$ cat src/rtl/pwr_mode_pkg.sv
package pwr_mode_pkg;
  typedef enum logic [2:0] {
    PM_SLEEP   = 3'd0,
    PM_STANDBY = 3'd1,
    PM_RX      = 3'd2,
    PM_TX      = 3'd3,
    PM_FULL    = 3'd4
  } pm_mode_e;
endpackage

$ cat src/rtl/pwr_mode_decode.sv
module pwr_mode_decode
  import pwr_mode_pkg::*;
(
  input  logic     clk,
  input  logic     rst,
  input  logic     rx_en,
  input  logic     tx_en,
  input  logic     sleep_req,
  output logic     rx_on_nxt,
  output logic     tx_on_nxt,
  output logic     rx_on_q,
  output logic     tx_on_q,
  output pm_mode_e mode_q
);
  pm_mode_e mode_nxt;

  always_comb begin
    rx_on_nxt = rx_en && !sleep_req;
    tx_on_nxt = tx_en && !(sleep_req && !rx_en);
    if (sleep_req && !tx_on_nxt)      mode_nxt = PM_SLEEP;
    else if (rx_on_nxt && tx_on_nxt)  mode_nxt = PM_FULL;
    else if (rx_on_nxt)               mode_nxt = PM_RX;
    else if (tx_on_nxt)               mode_nxt = PM_TX;
    else                              mode_nxt = PM_STANDBY;
  end

  always_ff @(posedge clk) begin
    if (rst) begin
      rx_on_q <= 1'b0;
      tx_on_q <= 1'b0;
      mode_q  <= PM_SLEEP;
    end else begin
      rx_on_q <= rx_on_nxt;
      tx_on_q <= tx_on_nxt;
      mode_q  <= mode_nxt;
    end
  end


  sleep_blocks_rx_chk: assert property (@(posedge clk) disable iff (rst)
    sleep_req |=> !rx_on_q);


  deep_sleep_blocks_tx_chk: assert property (@(posedge clk) disable iff (rst)
    (sleep_req && !rx_en) |=> (!tx_on_q && mode_q == PM_SLEEP));
endmodule

$ cat src/rtl/pwr_wake_timer.sv
module pwr_wake_timer #(
  parameter int DIV    = 44,
  parameter int THR_LO = 1,
  parameter int THR_HI = 10
) (
  input  logic clk,
  input  logic rst,
  input  logic en,
  input  logic sel_hi,
  output logic rdy
);
  localparam int THR_MAX = (THR_HI > THR_LO) ? THR_HI : THR_LO;
  localparam int PRE_W   = $clog2(DIV + 1);
  localparam int CNT_W   = $clog2(THR_MAX + 1);

  logic [PRE_W-1:0] pre;
  logic [CNT_W-1:0] cnt;
  logic [CNT_W-1:0] last;

  assign last = sel_hi ? CNT_W'(THR_HI - 1) : CNT_W'(THR_LO - 1);

  always_ff @(posedge clk) begin
    if (rst || !en) begin
      pre <= '0;
      cnt <= '0;
      rdy <= 1'b0;
    end else if (!rdy) begin
      if (pre == PRE_W'(DIV - 1)) begin
        pre <= '0;
        if (cnt == last) rdy <= 1'b1;
        else             cnt <= cnt + 1'b1;
      end else begin
        pre <= pre + 1'b1;
      end
    end
  end


  rdy_drop_chk: assert property (@(posedge clk) disable iff (rst)
    !en |=> !rdy);


  rdy_source_chk: assert property (@(posedge clk) disable iff (rst)
    $rose(rdy) |-> $past(en));


  cnt_bound_chk: assert property (@(posedge clk) disable iff (rst)
    cnt <= CNT_W'(THR_MAX - 1) && pre <= PRE_W'(DIV - 1));
endmodule

$ cat src/rtl/pwr_retain_regs.sv
module pwr_retain_regs #(
  parameter int DEPTH  = 16,
  parameter int DATA_W = 16,
  localparam int ADDR_W = $clog2(DEPTH)
) (
  input  logic              clk,
  input  logic              we,
  input  logic [ADDR_W-1:0] addr,
  input  logic [DATA_W-1:0] wdata,
  output logic [DATA_W-1:0] rdata
);
  logic [DATA_W-1:0] mem [DEPTH];

  always_ff @(posedge clk) begin
    if (we) mem[addr] <= wdata;
    rdata <= mem[addr];
  end
endmodule

$ cat src/rtl/pwr_mode_ctrl.sv
module pwr_mode_ctrl
  import pwr_mode_pkg::*;
#(
  parameter int CLK_DIV     = 44,
  parameter int SLEEP_TICKS = 10,
  parameter int RX_TICKS    = 1,
  parameter int TX_CYC      = 2,
  parameter int CFG_DEPTH   = 16,
  parameter int DATA_W      = 16,
  localparam int ADDR_W     = $clog2(CFG_DEPTH)
) (
  input  logic              clk,
  input  logic              rst,
  input  logic              rx_en_i,
  input  logic              tx_en_i,
  input  logic              sleep_req_i,
  output logic              rx_on_o,
  output logic              tx_on_o,
  output logic              rx_ready_o,
  output logic              tx_ready_o,
  output logic [2:0]        mode_o,
  input  logic              cfg_we_i,
  input  logic [ADDR_W-1:0] cfg_addr_i,
  input  logic [DATA_W-1:0] cfg_wdata_i,
  output logic [DATA_W-1:0] cfg_rdata_o
);
  logic     rx_on_nxt, tx_on_nxt;
  pm_mode_e mode_q;
  logic     deep_q;

  pwr_mode_decode u_decode (
    .clk       (clk),
    .rst       (rst),
    .rx_en     (rx_en_i),
    .tx_en     (tx_en_i),
    .sleep_req (sleep_req_i),
    .rx_on_nxt (rx_on_nxt),
    .tx_on_nxt (tx_on_nxt),
    .rx_on_q   (rx_on_o),
    .tx_on_q   (tx_on_o),
    .mode_q    (mode_q)
  );
  assign mode_o = mode_q;

  always_ff @(posedge clk) begin
    if (rst || sleep_req_i) deep_q <= 1'b1;
    else if (rx_ready_o)    deep_q <= 1'b0;
  end

  pwr_wake_timer #(.DIV(CLK_DIV), .THR_LO(RX_TICKS), .THR_HI(SLEEP_TICKS)) u_rx_wake (
    .clk    (clk),
    .rst    (rst),
    .en     (rx_on_nxt),
    .sel_hi (deep_q),
    .rdy    (rx_ready_o)
  );

  pwr_wake_timer #(.DIV(1), .THR_LO(TX_CYC), .THR_HI(TX_CYC)) u_tx_wake (
    .clk    (clk),
    .rst    (rst),
    .en     (tx_on_nxt),
    .sel_hi (1'b0),
    .rdy    (tx_ready_o)
  );

  pwr_retain_regs #(.DEPTH(CFG_DEPTH), .DATA_W(DATA_W)) u_retain (
    .clk   (clk),
    .we    (cfg_we_i),
    .addr  (cfg_addr_i),
    .wdata (cfg_wdata_i),
    .rdata (cfg_rdata_o)
  );


  rx_ready_gated_chk: assert property (@(posedge clk) disable iff (rst)
    rx_ready_o |-> rx_on_o);


  tx_ready_gated_chk: assert property (@(posedge clk) disable iff (rst)
    tx_ready_o |-> tx_on_o);


  sleep_paths_off_chk: assert property (@(posedge clk) disable iff (rst)
    (mode_o == 3'd0) |-> (!rx_on_o && !tx_on_o));


  reset_quiet_chk: assert property (@(posedge clk)
    $past(rst) |-> (!rx_ready_o && !tx_ready_o && mode_o == 3'd0));
endmodule

$ cat config.mk
export PLATFORM = sky130hd
export DESIGN_NAME = pwr_mode_ctrl
export DESIGN_NICKNAME = d
export VERILOG_FILES = /design/src/rtl/pwr_mode_pkg.sv /design/src/rtl/pwr_mode_decode.sv /design/src/rtl/pwr_wake_timer.sv /design/src/rtl/pwr_retain_regs.sv /design/src/rtl/pwr_mode_ctrl.sv
export SDC_FILE = /design/constraint.sdc
export NUM_CORES = 1
export LEC_CHECK = 0
export BUFFER_PORTS_ARGS = -buffer_cell sky130_fd_sc_hd__buf_2
export CAP_MARGIN = 40
export CELL_PAD_IN_SITES_DETAIL_PLACEMENT = 0
export CELL_PAD_IN_SITES_GLOBAL_PLACEMENT = 1
export CORE_MARGIN = 5
export CORE_UTILIZATION = 48
export CTS_CLUSTER_DIAMETER = 80
export DETAILED_ROUTE_END_ITERATION = 16
export PLACE_DENSITY_LB_ADDON = 0.1
export SLEW_MARGIN = 40
export SYNTH_ARGS = -nofsm -noshare
export SYNTH_HDL_FRONTEND = slang
export SYNTH_SLANG_ARGS = --single-unit
$ cat constraint.sdc
create_clock -name clk -period 2.73 [get_ports clk]
set_clock_uncertainty 0.1 [all_clocks]
set_input_delay 0.546 -clock clk [delete_from_list [all_inputs] [get_ports clk]]
set_output_delay 0.546 -clock clk [all_outputs]
set_load 0.01 [all_outputs]
==> key figures, run 1 <==
STA
  – Setup TNS: 0 ns
  – Final Hold Viols: 0
  – Smallest hold slack: 0.0925 ns
  – Slew Limit Fails: 0
  – Final setup viols: 0
  – Worst-margin pin slew: 0.596 ns
  – Tcrit/Tclk final: 67.8%
  – RSZ-0062 raised after global routing: false
  – Period minus WS final: ~1.9 ns
  – Slew headroom: roughly 60%
  – Max Freq: ~540 MHz

Job
  – Maxcap violations: 0

Power and ir drop
  – Gate power share: approximately 4.8%
  – Switching portion of total power: about a fifth
  – Total chip power: 9550 uW
  – Internal power: roughly 7600 uW
  – Peak VDD IR: approximately 0.52 mV
  – Power density cells: between 700 and 800 nW/um^2
  – Seq pwr share: about 52%
  – Leakage power: ~0.0042 uW
  – Net switching power: 1900 uW
  – Clock power frac: ~43%

Clock tree
  – Setup bufs post-CTS: 0
  – CTS clk-pin slew, worst paths: 0.06 ns
  – # clock sinks: just under 300
  – # hold bufs at CTS: 0
  – Max clock buf depth: 3
  – Clock latency on the worst-skew pair: 0.55 ns
  – H-tree depth: 1
  – CTS tree: done
  – Resized cells post-CTS: 0
  – Root buf cell: clkbuf_16
  – CTS Buf Count: 31

Critical path
  – CP Data Arrival Time: between 1 and 1.5 ns
  – Max incr delay on CP: 0.46 ns
  – Critical path, cell by cell: buf_2
  – Required time of the critical path: between 2 and 2.5 ns
  – Setup crit start kind: register
  – Crit-path slowest cell: dfxtp_1
  – Worst Path Buf+Inv: 1
  – Worst path top cell family by delay: flip-flops
  – Setup Crit Path Kind: register to output port
  – Peak fanout along the critical path: 8
  – Critical path endpoint category: output port

Detailed routing
  – Routed Antenna Nets: 0
  – Drt drc: 0
  – Drt first pass iters: 4
  – Vias: about 5200
  – DR WL/cell: between 20 and 25 um
  – DR vias/cell: 5.57
  – Routed wire length: approximately 22000 um
  – DRT iter0 DRCs: between 300 and 400

Floorplanning
  – Core ar.: roughly 22000 sq um
  – IO Count: between 40 and 50
  – Die height: ~160 um
  – Die ar.: roughly 26000 sq um
  – # rows: 55
  – Die X: between 150 and 200 um
  – Initial Util: between 40% and 50%

Finish
  – FF+latch area: approximately 8400 sq um
  – Commonest non-fill, non-tap cell in the layout: edfxtp_1
  – Fin area: 12700 sq um
  – Area taken by multi-input logic gates: approximately 2300 sq um
  – Syn-to-layout area delta: 16.9%
  – Nets: approximately 650
  – Non-filler cells, final: around 930
  – Layout fillers: approximately 1700
  – Most frequent cells in the layout: edfxtp_1, mux4_2, buf_2, dfxtp_1, buf_4
  – # diodes: 0
  – Layout cells sized above 1: 33.2%

Global route
  – Vias in the first global route: between 5000 and 6000
  – GRT Util Overall: around 17%
  – Grt total ovfl: 0
  – First-pass GRT wire length: 33900 um
  – Largest net degree at the start of global routing: 30
  – Antenna violations before repair: 0

Yosys
  – Mapped Nets: approximately 560
  – Synth cell types: 35
  – Mapped Area: 10800 sq um
  – Mean Syn Cell Area: about 21 sq um
  – Syn Inst Count: 526
  – FF+latch count, synth: a little under 300
  – Synth warnings: 0
  – Post-synthesis sequential area ratio: 77.6%

Worst hold path
  – Hold/Removal Path Class: primary input to register

Outcome
  – Status: finished, final reports clean

Place
  – Placed Area: approximately 12000 sq um
  – RePlAce Congestion: just over 0.7
  – Detailed Place HPWL: 13300 um
  – Count of input and output buffers: 48
  – Total placed cells including tap cells: 870
-- power by group through the flow --
stage	registers, uW	logic [uW]	clock network, uW
finish	5000	454	4100
global route	5010	497	4380
CTS	5000	466	4200
detailed placement	5090	466	0
global placement	5090	455	0
floorplan	5100	250	0
-- sequential cells by signal (all words and copies together) (netlist names) --
signal,cells
u_retain.mem,256
u_retain.rdata,16
u_rx_wake.pre,6
u_rx_wake.cnt,4
u_decode.mode_q,3
u_tx_wake.cnt,2
deep_q,1
u_decode.rx_on_q,1
u_decode.tx_on_q,1
u_rx_wake.rdy,1
u_tx_wake.rdy,1
-- cells in the mapped netlist --
library cell  instances  area, sq um
inv_1                 7         26.3
nor2_1               25         93.8
buf_6                 5         56.3
a22oi_1              32          240
nand3_1               4         20.0
dfxtp_1              36          721
nand2b_1              5         31.3
and3_1                1         6.26
nand4_1               1         6.26
mux4_2               62         1400
xor2_1                1         8.76
buf_2                 2         10.0
ha_1                  3         37.5
buf_4                 2         15.0
nand4b_1              2         17.5
nand2_1              23         86.3
nand4bb_1             1         11.3
a211oi_1              1         7.51
or2_2                 1         6.26
or3b_2                1         8.76
nand3b_1              3         22.5
o21ai_0               4         20.0
and2_1                2         12.5
clkbuf_1             15         56.3
nor3_1                8         40.0
xnor2_1               4         35.0
a21oi_1               8         40.0
mux2i_1               1         10.0
or3_1                 3         18.8
a211o_1               1         8.76
edfxtp_1            256         7690
nor3b_1               1         7.51
mux4_1                2         52.6
nor2b_1               2         12.5
a21bo_2               1         10.0
-- stage by stage --
step	setup slack [ns]	utilization, %
floorplan	0.0290	-
global placement	0.498	51.9
detailed placement	0.492	51.9
CTS	0.847	56.5
global route	0.805	56.5
finish	0.879	56.5
-- area by class of cell --
class / instances / share of cell area [%]
repair buffers: 83 / 4.19
clock buffers: 41 / 6.81
well taps: 285 / 2.81
multi-input cells: 203 / 18.4
clock inverters: 16 / 1.21
flip-flops and latches: 292 / 66.4
inverters: 7 / 0.207
-- worst paths after layout --
path	start	end	slack, ns	cells past startpoint
min reg2reg	deep_q$_SDFFE_PP1P_	deep_q$_SDFFE_PP1P_	0.37	2
max reg2reg	u_rx_wake.pre[0]$_SDFFE_PP0N_	u_rx_wake.cnt[2]$_SDFFE_PP0P_	1.12	5
max	u_rx_wake.rdy$_SDFF_PP0_	rx_ready_o	0.88	1
min	rst	u_decode.mode_q[0]$_SDFF_PP0_	0.09	2
-- cell families after synthesis --
| group | after synthesis | share of synthesized area (%) |
|---|---|---|
| multiplexers | 65 | 13.5 |
| AO/OA/AOI/OAI | 47 | 3.01 |
| XOR/XNOR | 5 | 0.404 |
| flip-flops | 292 | 77.6 |
| AND/OR/NAND/NOR | 83 | 3.71 |
| adder cells (fa/ha/maj) | 3 | 0.346 |
| buffers and inverters | 31 | 1.51 |
-- per-layer routing --
metal | vias to the layer above | GRT usage [%] | wire length [um]
met5 | - | 0 | 0
met4 | 0 | 4.30 | 382
met3 | 29 | 2.84 | 1270
met2 | 118 | 27.8 | 10600
met1 | 2678 | 25.0 | 9540
li1 | 2338 | - | -
Power figures use the tool's default switching activity.
==> run 2, diff against run 1 <==
--- a/config.mk
+++ b/config.mk
@@ -10,7 +10,7 @@
 export CELL_PAD_IN_SITES_DETAIL_PLACEMENT = 0
 export CELL_PAD_IN_SITES_GLOBAL_PLACEMENT = 1
 export CORE_MARGIN = 5
-export CORE_UTILIZATION = 48
+export CORE_UTILIZATION = 53
 export CTS_CLUSTER_DIAMETER = 80
 export DETAILED_ROUTE_END_ITERATION = 16
 export PLACE_DENSITY_LB_ADDON = 0.1
==> constraint.sdc (replaced) <==
create_clock -name clk -period 1.9 [get_ports clk]
set_clock_uncertainty 0.1 [all_clocks]
set_input_delay 0.38 -clock clk [delete_from_list [all_inputs] [get_ports clk]]
set_output_delay 0.38 -clock clk [all_outputs]
set_load 0.01 [all_outputs]
==> key figures, run 2 (same netlist as run 1, synthesis figures left out) <==
Critical path
  – Peak fanout along the critical path: 7 (-1)
  – CP Launch Point: u_rx_wake.pre[0]$_SDFFE_PP0N_
  – Required time of the critical path: 2.26 ns (+0.18 ns)
  – Worst Reg-to-Reg Cells: 5 (unchanged)
  – Reg-to-reg endpoint: u_rx_wake.cnt[2]$_SDFFE_PP0P_
  – Flop-to-flop setup slack: 0.24 ns (-0.88 ns)
  – CP Data Arrival Time: 2.01 ns (+0.81 ns)
  – Worst setup path end: u_rx_wake.cnt[2]$_SDFFE_PP0P_
  – Setup crit start kind: register
  – Reg2Reg Launch Point: u_rx_wake.pre[0]$_SDFFE_PP0N_
  – Critical path endpoint category: register
  – Setup Crit Path Kind: register to register

Power and ir drop
  – Gate power share: 5.2% (+0.4 points)
  – Internal power: 11000 uW (+43%)
  – Peak VDD IR: 0.889 mV (+70%)
  – Seq pwr share: 52.5% (about the same)
  – Power density cells: 1050 nW/um^2 (+40%)
  – Clock power frac: 42.4% (-0.5 points)
  – Net switching power: 2710 uW (+43%)
  – Leakage power: 0.00437 uW (+3.2%)
  – Switching portion of total power: 19.8% (-0.087 points)

Floorplanning
  – Core ar.: 20200 sq um (-10%)
  – Die X: 153 um (-4.5%)
  – Die height: 153 um (-4.5%)
  – Initial Util: 53.7% (+5.4 points)
  – IO Count: 49 (unchanged)
  – Die ar.: 23400 sq um (-8.9%)
  – # rows: 52 (-5.5%)

Global route
  – Largest net degree at the start of global routing: 23 (-23%)
  – GRT Util Overall: 19.3% (+2.0 points)
  – Antenna violations before repair: 0 (unchanged)
  – First-pass GRT wire length: 34300 um (+1.4%)
  – Vias in the first global route: 5635 (-0.84%)
  – Grt total ovfl: 0 (unchanged)

Detailed routing
  – DR vias/cell: 5.81 (+4.2%)
  – Drt drc: 0 (unchanged)
  – DR WL/cell: 23.9 um (+1.9%)
  – Routed Antenna Nets: 0 (unchanged)
  – Vias: 5394 (+4.5%)
  – DRT iter0 DRCs: 359 (-4.5%)
  – Drt first pass iters: 5 (+1)
  – Routed wire length: 22200 um (+2.1%)

STA
  – Final WS setup: 0.245 ns (-0.635 ns)
  – Slew Limit Fails: 0 (unchanged)
  – RSZ-0062 raised after global routing: false
  – Final Hold Viols: 0 (unchanged)
  – Worst-margin pin slew: 0.563 ns (-0.0330 ns)
  – Smallest hold slack: 0.0447 ns (-0.0478 ns)
  – Period minus WS final: 1.66 ns
  – Slew headroom: 62.1% (+1.9 points)
  – Tcrit/Tclk final: a little under 90%
  – Final setup viols: 0 (unchanged)
  – Max Freq: around 600 MHz

Clock tree
  – H-tree depth: 1 (unchanged)
  – Clock latency on the worst-skew pair: 0.53 ns (-0.02 ns)
  – Resized cells post-CTS: 0 (unchanged)
  – Max clock buf depth: 3 (unchanged)
  – CTS tree: done
  – # clock sinks: 292 (unchanged)
  – Root buf cell: clkbuf_16
  – CTS Buf Count: 29 (-6.5%)
  – CTS clk-pin slew, worst paths: 0.06 ns (about the same)

Finish
  – Syn-to-layout area delta: 19.9%
  – Top flop regs: u_retain.mem x256, u_retain.rdata x16, u_rx_wake.pre x6
  – Most frequent cells in the layout: edfxtp_1, mux4_2, buf_2, buf_4, dfxtp_1
  – Non-filler cells, final: 929 (+0.22%)
  – Biggest register: u_retain.mem
  – Commonest non-fill, non-tap cell in the layout: edfxtp_1
  – Layout cells sized above 1: 34.3% (+1.1 points)
  – Number of flip-flops in the largest register: 256 (unchanged)
  – Nets: 665 (+2.8%)
  – # diodes: 0 (unchanged)

Place
  – Total placed cells including tap cells: 873 (+0.34%)
  – Count of input and output buffers: 48 (unchanged)
  – RePlAce Congestion: 0.789 (+9.7%)
  – Detailed Place HPWL: 13900 um (+4.4%)
  – DP Worst Slack: -0.0750 ns (-0.567 ns)

Worst hold path
  – Hold/Removal Path Class: primary input to register

Outcome
  – Status: finished, final reports clean

Job
  – Maxcap violations: 0 (unchanged)
==> run 2: cell count changes in the layout (fill, tap and decap cells not counted), sizes merged <==
| cell | before | now |
|---|---|---|
| buf | 83 | 101 |
| clkinv | 11 | 6 |
| dlygate4sd3 | 0 | 2 |
| bufinv | 3 | 4 |
| clkbuf | 41 | 42 |
==> run 2: final cells by class <==
class	instances	area (sq um)
clock inverters	12	169
fillers	1397	7170
well taps	270	338
clock buffers	42	815
multi-input cells	203	2370
inverters	7	26.3
flip-flops and latches	292	8410
repair buffers	103	873
==> run 2: per-stage QoR <==
step / power, uW / setup TNS (ns) / utilization (%) / area [sq um]
floorplan: 7700 / -7.27 / - / 10900
global placement: 8000 / -1.62 / 59.5 / 12000
detailed placement: 8030 / -2.32 / 59.5 / 12000
CTS: 13800 / 0 / 64.5 / 13000
global route: 14200 / 0 / 64.5 / 13000
finish: 13700 / 0 / 64.5 / 13000
==> run 2: per-layer routing <==
metal  share of wire [%]  global-route usage (%)  wire length (um)  vias up
li1                    -                       -                 -     2377
met1                  42                    27.3              9320     2811
met2                  49                    31.0             10900      176
met3                 7.2                    4.95              1610       30
met4                 1.6                    4.07               362        0
met5                   0                       0                 0        -
==> run 2: timing repair <==
action / CTS / global route
hold endpoints to repair: 4 / 0
setup buffers: 0 / 0
hold buffers: 2 / 0
==> run 2: how the worst min path moves through the flow <==
stage | depth (start not counted) | startpoint | to
2_1_floorplan | 2 | deep_q$_SDFFE_PP1P_ | deep_q$_SDFFE_PP1P_
3_3_place_gp | 2 | deep_q$_SDFFE_PP1P_ | deep_q$_SDFFE_PP1P_
3_5_place_dp | 2 | deep_q$_SDFFE_PP1P_ | deep_q$_SDFFE_PP1P_
4_1_cts | 3 | sleep_req_i | deep_q$_SDFFE_PP1P_
5_1_grt | 3 | rx_en_i | u_decode.mode_q[0]$_SDFF_PP0_
6_report | 3 | sleep_req_i | deep_q$_SDFFE_PP1P_
==> run 2: worst max-delay path, stage by stage (launching register included) <==
cell	delay (ns)
dfxtp_1	0.37
ha_1	0.18
nand2b_1	0.15
nor2_1	0.43
nand4b_1	0.16
a21oi_1	0.18
==> run 2: power groups by stage <==
stage / logic [uW] / registers, uW / clock network (uW)
final: 708 / 7170 / 5800
after global routing: 772 / 7180 / 6230
after CTS: 722 / 7180 / 5910
after detailed placement: 716 / 7310 / 0
after global placement: 699 / 7300 / 0
after floorplan: 371 / 7330 / 0
